File: config.mk
export PLATFORM = sky130hd
export DESIGN_NAME = sort_pair_ctrl
export DESIGN_NICKNAME = d
export VERILOG_FILES = /design/src/rtl/sort_pkg.sv /design/src/rtl/sort_fsm.sv /design/src/rtl/sort_bus.sv /design/src/rtl/sort_reg.sv /design/src/rtl/sort_pair_ctrl.sv
export SDC_FILE = /design/constraint.sdc
export NUM_CORES = 1
export LEC_CHECK = 0
export ABC_AREA = 1
export BUFFER_PORTS_ARGS = -buffer_cell sky130_fd_sc_hd__buf_2
export CORE_UTILIZATION = 45
export CTS_CLUSTER_SIZE = 10
export DETAILED_ROUTE_END_ITERATION = 10
export HOLD_SLACK_MARGIN = 0.15
export PLACE_DENSITY = 0.8
export SLEW_MARGIN = 20
export SYNTH_ARGS = -nofsm -noshare
export SYNTH_HDL_FRONTEND = slang
export SYNTH_SLANG_ARGS = --single-unit
File: constraint.sdc
create_clock -name clk -period 3 [get_ports clk]
set_clock_uncertainty 0.1 [all_clocks]
set_input_delay 0.15 -clock clk [delete_from_list [all_inputs] [get_ports clk]]
set_output_delay 0.15 -clock clk [all_outputs]
set_load 0.01 [all_outputs]
File: src/rtl/sort_pkg.sv
package sort_pkg;
   localparam int ST_N    = 4;
   localparam int ST_IDLE = 0;
   localparam int ST_CMP  = 1;
   localparam int ST_AB   = 2;  // op_a to low side, op_b to high side
   localparam int ST_BA   = 3;  // op_b to low side, op_a to high side
   typedef logic [ST_N-1:0] sort_state_t;
   localparam sort_state_t ST_RESET = sort_state_t'(1) << ST_IDLE;
endpackage

File: src/rtl/sort_fsm.sv
module sort_fsm
   import sort_pkg::*;
(
   input  logic clk,
   input  logic rst_n,
   input  logic start,
   input  logic bus1_gt,
   output logic a_bus1_n,
   output logic b_bus1_n,
   output logic a_bus2_n,
   output logic b_bus2_n,
   output logic load
);
   sort_state_t st, st_nx;

   always_comb begin
      st_nx = '0;
      if (st[ST_IDLE]) begin
         if (start) st_nx[ST_CMP] = 1'b1;
         else       st_nx[ST_IDLE] = 1'b1;
      end
      if (st[ST_CMP]) begin
         if (bus1_gt) st_nx[ST_BA] = 1'b1;
         else         st_nx[ST_AB] = 1'b1;
      end
      if (st[ST_AB] || st[ST_BA]) st_nx[ST_IDLE] = 1'b1;
   end

   always_ff @(posedge clk or negedge rst_n) begin
      if (!rst_n) st <= ST_RESET;
      else        st <= st_nx;
   end

   assign a_bus1_n = ~(st[ST_CMP] | st[ST_AB]);
   assign b_bus2_n = ~(st[ST_CMP] | st[ST_AB]);
   assign b_bus1_n = ~st[ST_BA];
   assign a_bus2_n = ~st[ST_BA];
   assign load     = st[ST_AB] | st[ST_BA];
endmodule

File: src/rtl/sort_bus.sv
module sort_bus #(
   parameter int W    = 4,
   parameter int NSRC = 2
) (
   input  logic [NSRC-1:0]        drv_n,
   input  logic [NSRC-1:0][W-1:0] src,
   output logic [W-1:0]           bus
);
   logic [NSRC-1:0][W-1:0] gated;

   generate
      for (genvar i = 0; i < NSRC; i++) begin : g_src
         assign gated[i] = drv_n[i] ? '0 : src[i];
      end
   endgenerate

   always_comb begin
      bus = '0;
      for (int i = 0; i < NSRC; i++) bus = bus | gated[i];
   end
endmodule

File: src/rtl/sort_reg.sv
module sort_reg #(
   parameter int W = 4
) (
   input  logic         clk,
   input  logic         rst_n,
   input  logic         ld,
   input  logic [W-1:0] d,
   output logic [W-1:0] q
);
   always_ff @(posedge clk or negedge rst_n) begin
      if (!rst_n)  q <= '0;
      else if (ld) q <= d;
   end
endmodule

File: src/rtl/sort_pair_ctrl.sv
module sort_pair_ctrl #(
   parameter int W = 4
) (
   input  logic         clk,
   input  logic         rst_n,
   input  logic         start,
   input  logic [W-1:0] op_a,
   input  logic [W-1:0] op_b,
   output logic         a_bus1_n,
   output logic         b_bus1_n,
   output logic         a_bus2_n,
   output logic         b_bus2_n,
   output logic         load_lo,
   output logic         load_hi,
   output logic [W-1:0] lo_val,
   output logic [W-1:0] hi_val
);
   localparam int NSRC = 2;

   initial begin
      if (W < 1) $error("sort_pair_ctrl: W must be at least 1");
   end

   logic [W-1:0] bus1, bus2;
   logic         bus1_gt, load;

   sort_fsm u_fsm (
      .clk(clk), .rst_n(rst_n), .start(start), .bus1_gt(bus1_gt),
      .a_bus1_n(a_bus1_n), .b_bus1_n(b_bus1_n),
      .a_bus2_n(a_bus2_n), .b_bus2_n(b_bus2_n), .load(load)
   );

   sort_bus #(.W(W), .NSRC(NSRC)) u_bus1 (
      .drv_n({b_bus1_n, a_bus1_n}), .src({op_b, op_a}), .bus(bus1)
   );
   sort_bus #(.W(W), .NSRC(NSRC)) u_bus2 (
      .drv_n({b_bus2_n, a_bus2_n}), .src({op_b, op_a}), .bus(bus2)
   );

   assign bus1_gt = bus1 > bus2;
   assign load_lo = load;
   assign load_hi = load;

   sort_reg #(.W(W)) u_lo (.clk(clk), .rst_n(rst_n), .ld(load_lo), .d(bus1), .q(lo_val));
   sort_reg #(.W(W)) u_hi (.clk(clk), .rst_n(rst_n), .ld(load_hi), .d(bus2), .q(hi_val));
endmodule

Word-level counts from Yosys, hierarchy flattened
Cells that the tools add are included.

Multiplexer cells: 11. $lt $le $gt $ge: 1. Bitwise operators: 6. Reduce and logical (&&, ||, !) cells: 1.

Operators by type and width (count): 4-bit two-way mux (4); 4-bit OR (2); 1-bit two-way mux (5); 4-bit > comparator (1); 2-bit two-way mux (2); 1-bit NOT (2); 1-bit OR (2); 1-bit logical OR (1).

Bits in registers: 12. Input port bits: 11. Output and inout port bits: 14. Word-level logic and storage cells: 22.

Logic depth before layout (Yosys ltp)
Gate-level depths: netlist of the first run.

Word-level depth: 6. Mapped depth: 12.

Cells and area by module
Synthesis of the first run repeated with hierarchy kept, for this count alone.

Cells, all modules: 101. Area total of the unflattened synthesis: 686.9 um2.

Modules (own cells, without submodules): sort_reg (instances 2, area an instance 148.9 um2, cells an instance 17); sort_fsm (instances 1, area an instance 167.7 um2, cells an instance 19); sort_pair_ctrl (instances 1, area an instance 116.4 um2, cells an instance 20); sort_bus (instances 2, area an instance 52.6 um2, cells an instance 14).

Least setup slack after synthesis of the first run
No wires, ideal clock.

Path kind: register to register. Start: register u_fsm.st[2]. End: register u_fsm.st[3]. Required time: 2.785 ns. Path slack: 1.409 ns. Clock period less this slack: 1.591 ns. Setup time: 0.115 ns. Path buffers: 0. Arrival: 1.375 ns. Stages on the path, launching flop included: 12. Path through: dfrtp_1 nor2_4 inv_6 nand2_4 o21ai_2 ha_1 nand2_1 inv_1 nand2_1 nand2_1 nand2_1 nor2_1.

Longest elaborated chain between the ends: 6.

Ends and longest elaborated chain: from (decl) (line sort_fsm.sv:14) `sort_state_t st, st_nx;`; from (signal assigned) (line sort_fsm.sv:31) `else st <= st_nx;`; 1-bit OR (line sort_fsm.sv:34) `assign a_bus1_n = ~(st[ST_CMP] | st[ST_AB]);`; 4-bit two-way mux (line sort_bus.sv:13) `assign gated[i] = drv_n[i] ? '0 : src[i];`; 4-bit OR (line sort_bus.sv:19) `for (int i = 0; i < NSRC; i++) bus = bus | gated[i];`; via bus1[3] (line sort_pair_ctrl.sv:24) `logic [W-1:0] bus1, bus2;`; 4-bit > comparator (line sort_pair_ctrl.sv:40) `assign bus1_gt = bus1 > bus2;`; 1-bit two-way mux (line sort_fsm.sv:23) `if (bus1_gt) st_nx[ST_BA] = 1'b1;`; 2-bit two-way mux (line sort_fsm.sv:22) `if (st[ST_CMP]) begin`; via u_fsm.st_nx[3] (line sort_fsm.sv:14).

The timed path passes the listed nets, and every way through them passes these cells. A chain may end at the register's enable or synchronous reset.

Worst setup path after layout of the first run
Start: register u_fsm.st[3]. End: register u_hi.q[0].

Longest elaborated chain between the ends: 2.

Ends and longest elaborated chain: 4-bit two-way mux (line sort_bus.sv:13); 4-bit OR (line sort_bus.sv:19); to (signal assigned) (line sort_reg.sv:11) `if (!rst_n) q <= '0;`; to (signal assigned) (line sort_reg.sv:12) `else if (ld) q <= d;`; to (decl) (line sort_reg.sv:8) `output logic [W-1:0] q`.

Parallel ways exist; a longest one is shown, timed or not.

==> flow_metrics.py, run 1 <==
metrics = {
    "timing": {
        "tns_ps": 0,
        "slew_violations": 0,
        "min_period_over_period": 0.629,
        "setup_viol_count_final": 0,
        "rsz0062_at_grt": "false",
        "maxSlewHeadroom": 0.803,
        "finalHoldViolCount": 0,
        "worst_slew_pin_slew_ps": 296,
        "hold_slack_ps": 162,
        "period_needed_ps": 1890,
        "fmax_ghz": 0.530,
    },
    "power": {
        "combPwrFrac": 0.522,
        "p_leak_nw": 0.530,
        "power.density_nw_per_um2": 770,
        "p_sw_mw": 0.307,
        "netSwitchingFraction": 0.411,
        "clockPowerShare": 0.153,
        "vdd_drop_max_mv": 0.392,
        "p_int_mw": 0.440,
        "seq_power_share": 0.326,
    },
    "detailed_routing": {
        "avgViaCountPerCell": 4.90,
        "routed_wl_um": 1630,
        "vias": 652,
        "drc_errors": 0,
        "ant_nets": 0,
        "detail_route.wl_per_cell_um": 12.2,
        "drt_iter0_markers": 19,
        "dr.pass1.iters": 4,
    },
    "placed_design": {
        "gp_congestion": 0.740,
        "numPortBuffers": 24,
        "dpl.hpwl_um": 1090,
    },
    "final_layout": {
        "diodes": 0,
        "area_delta_synth_final_pct": 35.0,
        "fin_nets": 133,
        "drive_gt1_frac": 0.333,
    },
    "clock_tree": {
        "cts_max_level": 1,
        "cts_buffers": 3,
        "clk_path_buf_depth": 2,
        "clock_latency_ps": 290,
        "cts_tree": "done",
        "clock_sinks": 12,
        "ctsResizeCount": 0,
        "cts_root_buf": "clkbuf_4",
        "clkTransAtPathRegs_ps": 90,
    },
    "grt": {
        "grt_pass1_wl_um": 2450,
        "antenna_found_initial": 0,
        "grtUsageTotal": 0.193,
        "grt_max_degree": 13,
        "first_global_vias": 575,
        "grt_overflow": 0,
    },
    "critical_path": {
        "critPathTopFamily": "buffers and inverters",
        "path_cells": "nor2_4 > inv_2 > nor2_1 > a31oi_1 > dlygate4sd3_1",
        "r2r_setup_slack_ps": 1110,
        "criticalPathCategory": "reg2reg",
        "end_kind": "register",
        "cp.required_ps": 3080,
        "start_kind": "register",
        "crit_arrival_ps": 1970,
        "critPathMaxFanout": 11,
        "critPathMaxStageDelay_ps": 570,
        "critPathBufInv": 2,
        "slowest_stage": "dlygate4sd3_1",
    },
    "floorplanning": {
        "dieWidth_um": 42.0,
        "rows": 14,
        "start_util": 0.478,
        "die_height_um": 42.0,
        "core_area_um2": 1510,
        "io_pins": 25,
        "die-area_um2": 1760,
    },
    "synthesis": {
        "synth_area_um2": 719,
        "ys_ff_latch": 12,
        "avgSynthCellArea_um2": 8.88,
        "synth.distinct_cells": 22,
        "syn_inst": 81,
        "ys_warn_count": 0,
        "synth.net_count": 96,
        "seq_area_frac_synth": 0.419,
    },
    "flow_run": {
        "maxCapViolCount": 0,
    },
    "min_path": {
        "hp-class": "in2async",
    },
    "run_status": {
        "outcome": "complete, no violations",
    },
}
[worst register-to-register path, stage by stage, from the launching register on]
cell and delay (ps):
dfrtp_1 490, nor2_4 310, inv_2 150, nor2_1 110, a31oi_1 50, dlygate4sd3_1 570
[metrics by stage]
step                power, mW  setup slack (ps)  instance area, µm²   util  instances
global placement        0.556              1390                 815  0.541        116
detailed placement      0.574              1330                 815  0.541        116
global route            0.799               951                 971  0.645        133
floorplan               0.492              1410                 719      -         81
CTS                     0.741              1120                 971  0.645        133
finish                  0.748              1110                 971  0.645        133
[area by class of cell]
cell class                      count  area [µm²]
Clock buffer                        4        26.3
Fill cell                         117         536
Inverter                           10        42.5
Multi-Input combinational cell     54         330
Sequential cell                    12         302
Tap cell                           16        20.0
Timing Repair Buffer               37         250
[flip-flops by register name, summed over array words and instances (netlist names)]
register  cells
u_hi.q        4
u_fsm.st      4
u_lo.q        4
[timing repair]
| item | in CTS | in global routing |
|---|---|---|
| buffers inserted | 0 | 0 |
| hold endpoints to repair | 21 | 0 |
| hold buffers | 13 | 0 |
[path summary, 6_finish.rpt]
check,from,cells after the start,to
min reg2reg,u_fsm.st[0],2,u_fsm.st[1]
min in group clk,op_b[3],4,u_hi.q[3]
min,rst_n,2,u_lo.q[1]
max reg2reg,u_fsm.st[3],5,u_hi.q[0]
max in group asynchronous,rst_n,2,u_fsm.st[0]
max,u_fsm.st[3],5,u_hi.q[0]
[synthesized netlist by cell type]
library cell  instances  area (µm²)
nand2_2               1        6.26
o21ai_1               3        15.0
ha_1                  4        50.1
o21ai_0               1        5.00
dfrtp_1              11         275
a21boi_4              2        37.5
nor2_1                4        15.0
nand3_1               1        5.00
o21ai_2               2        17.5
nand2_1              26        97.6
inv_2                 1        3.75
a21boi_2              1        11.3
o21a_1                1        7.51
buf_6                 2        22.5
buf_4                 3        22.5
nand2_4               1        11.3
a21oi_1               2        10.0
a31oi_1               3        18.8
inv_1                 8        30.0
dfstp_2               1        26.3
inv_6                 1        8.76
nor2_4                2        22.5
[power groups by stage]
stage               Combinational, mW  Clock [mW]  Sequential [mW]
finish                          0.390       0.114            0.243
global route                    0.428       0.120            0.251
CTS                             0.384       0.115            0.242
detailed placement              0.329           0            0.245
global placement                0.313           0            0.243
floorplan                       0.234           0            0.258
[routing by layer]
metal  up-vias  global-route usage  part of all wire
met5         -                   0                 0
met3         5              0.0259             0.023
met1       298               0.210              0.42
met4         0               0.116             0.023
li1        332                   -                 -
met2        17               0.350              0.53
[layout by cell type (no fill, tap or decap)]
master          n
nand2_1        26
buf_2          24
dlygate4sd3_1  13
dfrtp_1        11
inv_1           8
nor2_1          4
ha_1            4
a31oi_1         3
o21ai_1         3
clkbuf_4        3
nor2_4          2
a21boi_4        2
a21oi_1         2
o21ai_2         2
inv_6           1
o21a_1          1
a21boi_2        1
nand3_1         1
inv_2           1
o21ai_0         1
nand2_4         1
nand2_2         1
clkbuf_1        1
dfstp_2         1
[logic make-up (layout without fill, tap and decap cells)]
group	count (synthesis)	count (layout)	share of synthesized area
AO/OA/AOI/OAI	15	15	0.170
adder cells (fa/ha/maj)	4	4	0.0696
buffers and inverters	15	51	0.122
flip-flops	12	12	0.419
AND/OR/NAND/NOR	35	35	0.219
Power figures use the tool's default switching activity.
==> inputs of run 2 (changes only) <==
- clock period: 3 -> 1.9 ns (I/O delays scaled with it)
==> run 2 against run 1 <==
  * Sequential power increased by 58%
  * Sequential share of layout area decreased by 1.4 points
  * Cell area increased by 4.6%
  * Critical path type unchanged
  * Register-to-register slack got worse by 950 ps
==> flow_metrics.py, run 2 (same netlist as run 1, synthesis figures left out) <==
metrics = {
    "placed_design": {
        "dpl.hpwl_um": 1100,
        "place_ws_ps": 228,
        "numPortBuffers": 24,
        "dp_cells": 116,
        "gp_congestion": 0.763,
        "place_area_um2": 815,
    },
    "grt": {
        "grt_max_degree": 12,
        "grt_overflow": 0,
        "antenna_found_initial": 0,
        "first_global_vias": 634,
        "grt_pass1_wl_um": 2840,
        "grtUsageTotal": 0.226,
    },
    "final_layout": {
        "drive_gt1_frac": 0.347,
        "seq_area_um2": 302,
        "fin_cells": 137,
        "final_common_cell": "nand2_1",
        "multi_input_area_um2": 330,
        "area_delta_synth_final_pct": 41.2,
        "diodes": 0,
        "mostFrequentLayoutCells": "26 x nand2_1, 24 x buf_2, 15 x dlygate4sd3_1",
        "fin_nets": 137,
        "fill_cells": 107,
        "fin_util": 0.674,
        "top_regs": "u_fsm.st: 4 flops, u_hi.q: 4 flops, u_lo.q: 4 flops",
        "stdcell_area_um2": 1020,
    },
    "power": {
        "power.density_nw_per_um2": 1230,
        "vdd_drop_max_mv": 0.676,
        "p_leak_nw": 0.553,
    },
    "clock_tree": {
        "cts_tree": "done",
        "cts_max_level": 1,
        "ctsResizeCount": 0,
        "cts_buffers": 3,
        "clk_path_buf_depth": 2,
        "clock_sinks": 12,
        "clock_latency_ps": 300,
        "cts_root_buf": "clkbuf_4",
        "clkTransAtPathRegs_ps": 90,
    },
    "detailed_routing": {
        "drt_iter0_markers": 34,
        "ant_nets": 0,
        "detail_route.wl_per_cell_um": 13.5,
        "dr.pass1.iters": 5,
        "vias": 691,
        "routed_wl_um": 1850,
        "avgViaCountPerCell": 5.04,
        "drc_errors": 0,
    },
    "floorplanning": {
        "die_height_um": 42.0,
        "rows": 14,
        "io_pins": 25,
        "die-area_um2": 1760,
        "start_util": 0.478,
        "core_area_um2": 1510,
        "dieWidth_um": 42.0,
    },
    "critical_path": {
        "cp.required_ps": 1980,
        "end_kind": "register",
        "slowest_stage": "dlygate4sd3_1",
        "critPathMaxFanout": 9,
        "criticalPathCategory": "reg2reg",
        "critPathMaxStageDelay_ps": 570,
        "crit_arrival_ps": 1820,
        "critPathTopFamily": "buffers and inverters",
        "start_kind": "register",
        "critPathBufInv": 2,
        "path_cells": "nor2_4 > inv_2 > nor2_1 > a31oi_1 > dlygate4sd3_1",
    },
    "timing": {
        "worst_slew_pin_slew_ps": 567,
        "tns_ps": 0,
        "slew_violations": 0,
        "period_needed_ps": 1740,
        "setup_viol_count_final": 0,
        "rsz0062_at_grt": "false",
        "fmax_ghz": 0.576,
        "fin_ws_ps": 163,
        "min_period_over_period": 0.914,
        "maxSlewHeadroom": 0.621,
        "finalHoldViolCount": 0,
    },
    "flow_run": {
        "maxCapViolCount": 0,
    },
    "run_status": {
        "outcome": "complete, no violations",
    },
    "min_path": {
        "hp-class": "in2async",
    },
}
## run 2: power by group
part           switching (mW)  internal [mW]
combinational           0.345          0.293
sequential             0.0469          0.337
clock                   0.110          0.117
total                   0.502          0.747
## run 2: worst reg2reg max path, stage by stage (launching register included)
cell	delay (ps)
dfrtp_1	510
nor2_4	180
inv_2	100
nor2_1	110
a31oi_1	60
dlygate4sd3_1	570
## run 2: path summary, 6_finish.rpt
| check | startpoint | to | slack (ps) | cells after the start |
|---|---|---|---|---|
| min reg2reg | u_fsm.st[0] | u_fsm.st[1] | 380 | 2 |
| min | rst_n | u_fsm.st[0] | 180 | 2 |
| max reg2reg | u_fsm.st[3] | u_hi.q[0] | 160 | 5 |
| max in group asynchronous | rst_n | u_hi.q[0] | 540 | 3 |
| max | u_fsm.st[3] | u_hi.q[0] | 160 | 5 |
| min in group clk | u_fsm.st[0] | u_fsm.st[1] | 380 | 2 |
## run 2: what timing repair did
action | in CTS | in global routing
setup endpoints to repair | 0 | 3
endpoints found under the hold margin | 22 | 0
setup buffers | 0 | 2
hold buffers | 15 | 0
## run 2: per-layer routing
layer / wire length [µm] / GRT usage / up-vias
li1: - / - / 334
met1: 807 / 0.283 / 323
met2: 918 / 0.363 / 31
met3: 98 / 0.0647 / 3
met4: 27 / 0.0968 / 0
met5: 0 / 0 / -
## run 2: final cells by class
class | instances | share of cell area
flip-flops and latches | 12 | 0.297
multi-input cells | 54 | 0.325
well taps | 16 | 0.0197
repair buffers | 41 | 0.281
clock buffers | 4 | 0.0357
inverters | 10 | 0.0419
## run 2: through the flow
stage	hold slack (ps)	total power, mW
after floorplan	-301	0.777
after global placement	-114	0.877
after detailed placement	-106	0.909
after CTS	182	1.21
after global routing	187	1.34
final	181	1.25
==> inputs of run 3 (changes only) <==
==> constraint.sdc (replaced) <==
create_clock -name clk -period 1.9 [get_ports clk]
set_clock_uncertainty 0.1 [all_clocks]
set_input_delay 0.19 -clock clk [delete_from_list [all_inputs] [get_ports clk]]
set_output_delay 0.19 -clock clk [all_outputs]
set_load 0.01 [all_outputs]
==> run 3 against run 2 <==
  * Clock-buffer cell count stayed put
  * Non-clock buffer count is 4 lower
  * Cell area is 3.9% lower
  * Critical path type unchanged
  * Critical endpoint is now u_fsm.st[2]
  * Largest cell class unchanged
  * Highest routed layer unchanged
==> flow_metrics.py, run 3 (same netlist as run 1, synthesis figures left out) <==
metrics = {
    "final_layout": {
        "top_regs": "u_fsm.st: 4 flops, u_hi.q: 4 flops, u_lo.q: 4 flops",
        "stdcell_area_um2": 976,
        "area_delta_synth_final_pct": 35.7,
        "diodes": 0,
        "fin_nets": 133,
        "fin_util": 0.648,
        "mostFrequentLayoutCells": "26 x nand2_1, 24 x buf_2, 11 x dlygate4sd3_1, 11 x dfrtp_1, 8 x inv_1",
        "final_common_cell": "nand2_1",
        "fin_cells": 133,
        "drive_gt1_frac": 0.359,
    },
    "timing": {
        "fmax_ghz": 0.585,
        "min_period_over_period": 0.900,
        "worst_slew_pin_slew_ps": 300,
        "rsz0062_at_grt": "false",
        "tns_ps": 0,
        "maxSlewHeadroom": 0.800,
        "period_needed_ps": 1710,
        "setup_viol_count_final": 0,
        "slew_violations": 0,
        "finalHoldViolCount": 0,
    },
    "floorplanning": {
        "core_area_um2": 1510,
        "io_pins": 25,
        "die-area_um2": 1760,
        "dieWidth_um": 42.0,
        "rows": 14,
        "die_height_um": 42.0,
        "start_util": 0.478,
    },
    "detailed_routing": {
        "drc_errors": 0,
        "detail_route.wl_per_cell_um": 12.5,
        "avgViaCountPerCell": 4.89,
        "vias": 650,
        "drt_iter0_markers": 20,
        "ant_nets": 0,
        "routed_wl_um": 1670,
        "dr.pass1.iters": 4,
    },
    "critical_path": {
        "criticalPathCategory": "reg2reg",
        "r2r_setup_slack_ps": 190,
        "end_kind": "register",
        "rr_worst_depth": 8,
        "crit_arrival_ps": 1830,
        "reg2reg_from": "u_fsm.st[3]",
        "start_kind": "register",
        "cp.required_ps": 2020,
        "critPathMaxFanout": 9,
        "r2r_end": "u_fsm.st[2]",
    },
    "min_path": {
        "holdPathStages": 5,
        "hold_path_end": "u_lo.q[3]",
        "min-delay-start": "op_b[3]",
        "hp-class": "in2reg",
    },
    "clock_tree": {
        "cts_buffers": 3,
        "cts_max_level": 1,
        "ctsResizeCount": 0,
        "clkTransAtPathRegs_ps": 90,
        "clock_latency_ps": 290,
        "cts_tree": "done",
        "clk_path_buf_depth": 2,
        "cts_root_buf": "clkbuf_4",
        "clock_sinks": 12,
    },
    "placed_design": {
        "gp_congestion": 0.763,
        "dpl.hpwl_um": 1100,
        "numPortBuffers": 24,
        "place_area_um2": 815,
        "dp_cells": 116,
    },
    "flow_run": {
        "maxCapViolCount": 0,
    },
    "power": {
        "power_mw": 1.23,
        "vdd_drop_max_mv": 0.642,
        "power.density_nw_per_um2": 1260,
        "p_leak_nw": 0.533,
    },
    "grt": {
        "antenna_found_initial": 0,
        "grt_max_degree": 13,
        "grtUsageTotal": 0.214,
        "grt_pass1_wl_um": 2720,
        "first_global_vias": 631,
        "grt_overflow": 0,
    },
    "run_status": {
        "outcome": "complete, no violations",
    },
}
-- run 3: cell count changes in the layout (fill, tap and decap cells not counted), sizes merged --
cell / previous run / this run
dlygate4sd3: 15 / 11
-- run 3: worst max path at each step --
| stage | startpoint | to | slack, ps |
|---|---|---|---|
| 2_1_floorplan | u_fsm.st[2] | u_fsm.st[3] | 310 |
| 3_3_place_gp | u_fsm.st[2] | u_fsm.st[3] | 290 |
| 3_5_place_dp | u_fsm.st[2] | u_fsm.st[3] | 230 |
| 4_1_cts | u_fsm.st[3] | u_lo.q[2] | 40 |
| 5_1_grt | u_fsm.st[3] | u_fsm.st[2] | 50 |
| 6_report | u_fsm.st[3] | u_fsm.st[2] | 190 |
-- run 3: layer usage --
layer	global-route usage	wire length (µm)
met5	0	0
met3	0.0690	69
met1	0.241	714
met2	0.359	859
met4	0.110	25
-- run 3: power by group --
group / internal, mW / switching, mW
sequential: 0.337 / 0.0457
clock: 0.117 / 0.104
combinational: 0.284 / 0.338
-- run 3: repair_timing --
| action | 4_1_cts | 5_1_grt |
|---|---|---|
| endpoints found under the hold margin | 20 | 0 |
| endpoints found under the setup margin | 0 | 3 |
| hold buffers | 11 | 0 |
| setup buffers | 0 | 2 |
-- run 3: critical path: stages (launching register included) --
cell and delay (ps):
dfrtp_1 520, inv_1 140, o21ai_2 210, ha_1 280, nand2_1 70, inv_1 50
nand2_1 70, nand2_1 60, a21oi_1 130
-- run 3: final cells by class --
cell class | count | area (µm²)
fill | 116 | 531
multi-input combinational | 54 | 330
sequential | 12 | 302
timing repair buffer | 37 | 245
inverter | 10 | 42.5
clock buffer | 4 | 36.3
tap | 16 | 20.0
-- run 3: through the flow --
step	setup WS (ps)	hold slack, ps
after floorplan	309	-206
after global placement	292	-19.3
after detailed placement	228	-10.9
after CTS	37.7	164
after global routing	51.7	196
final	191	175
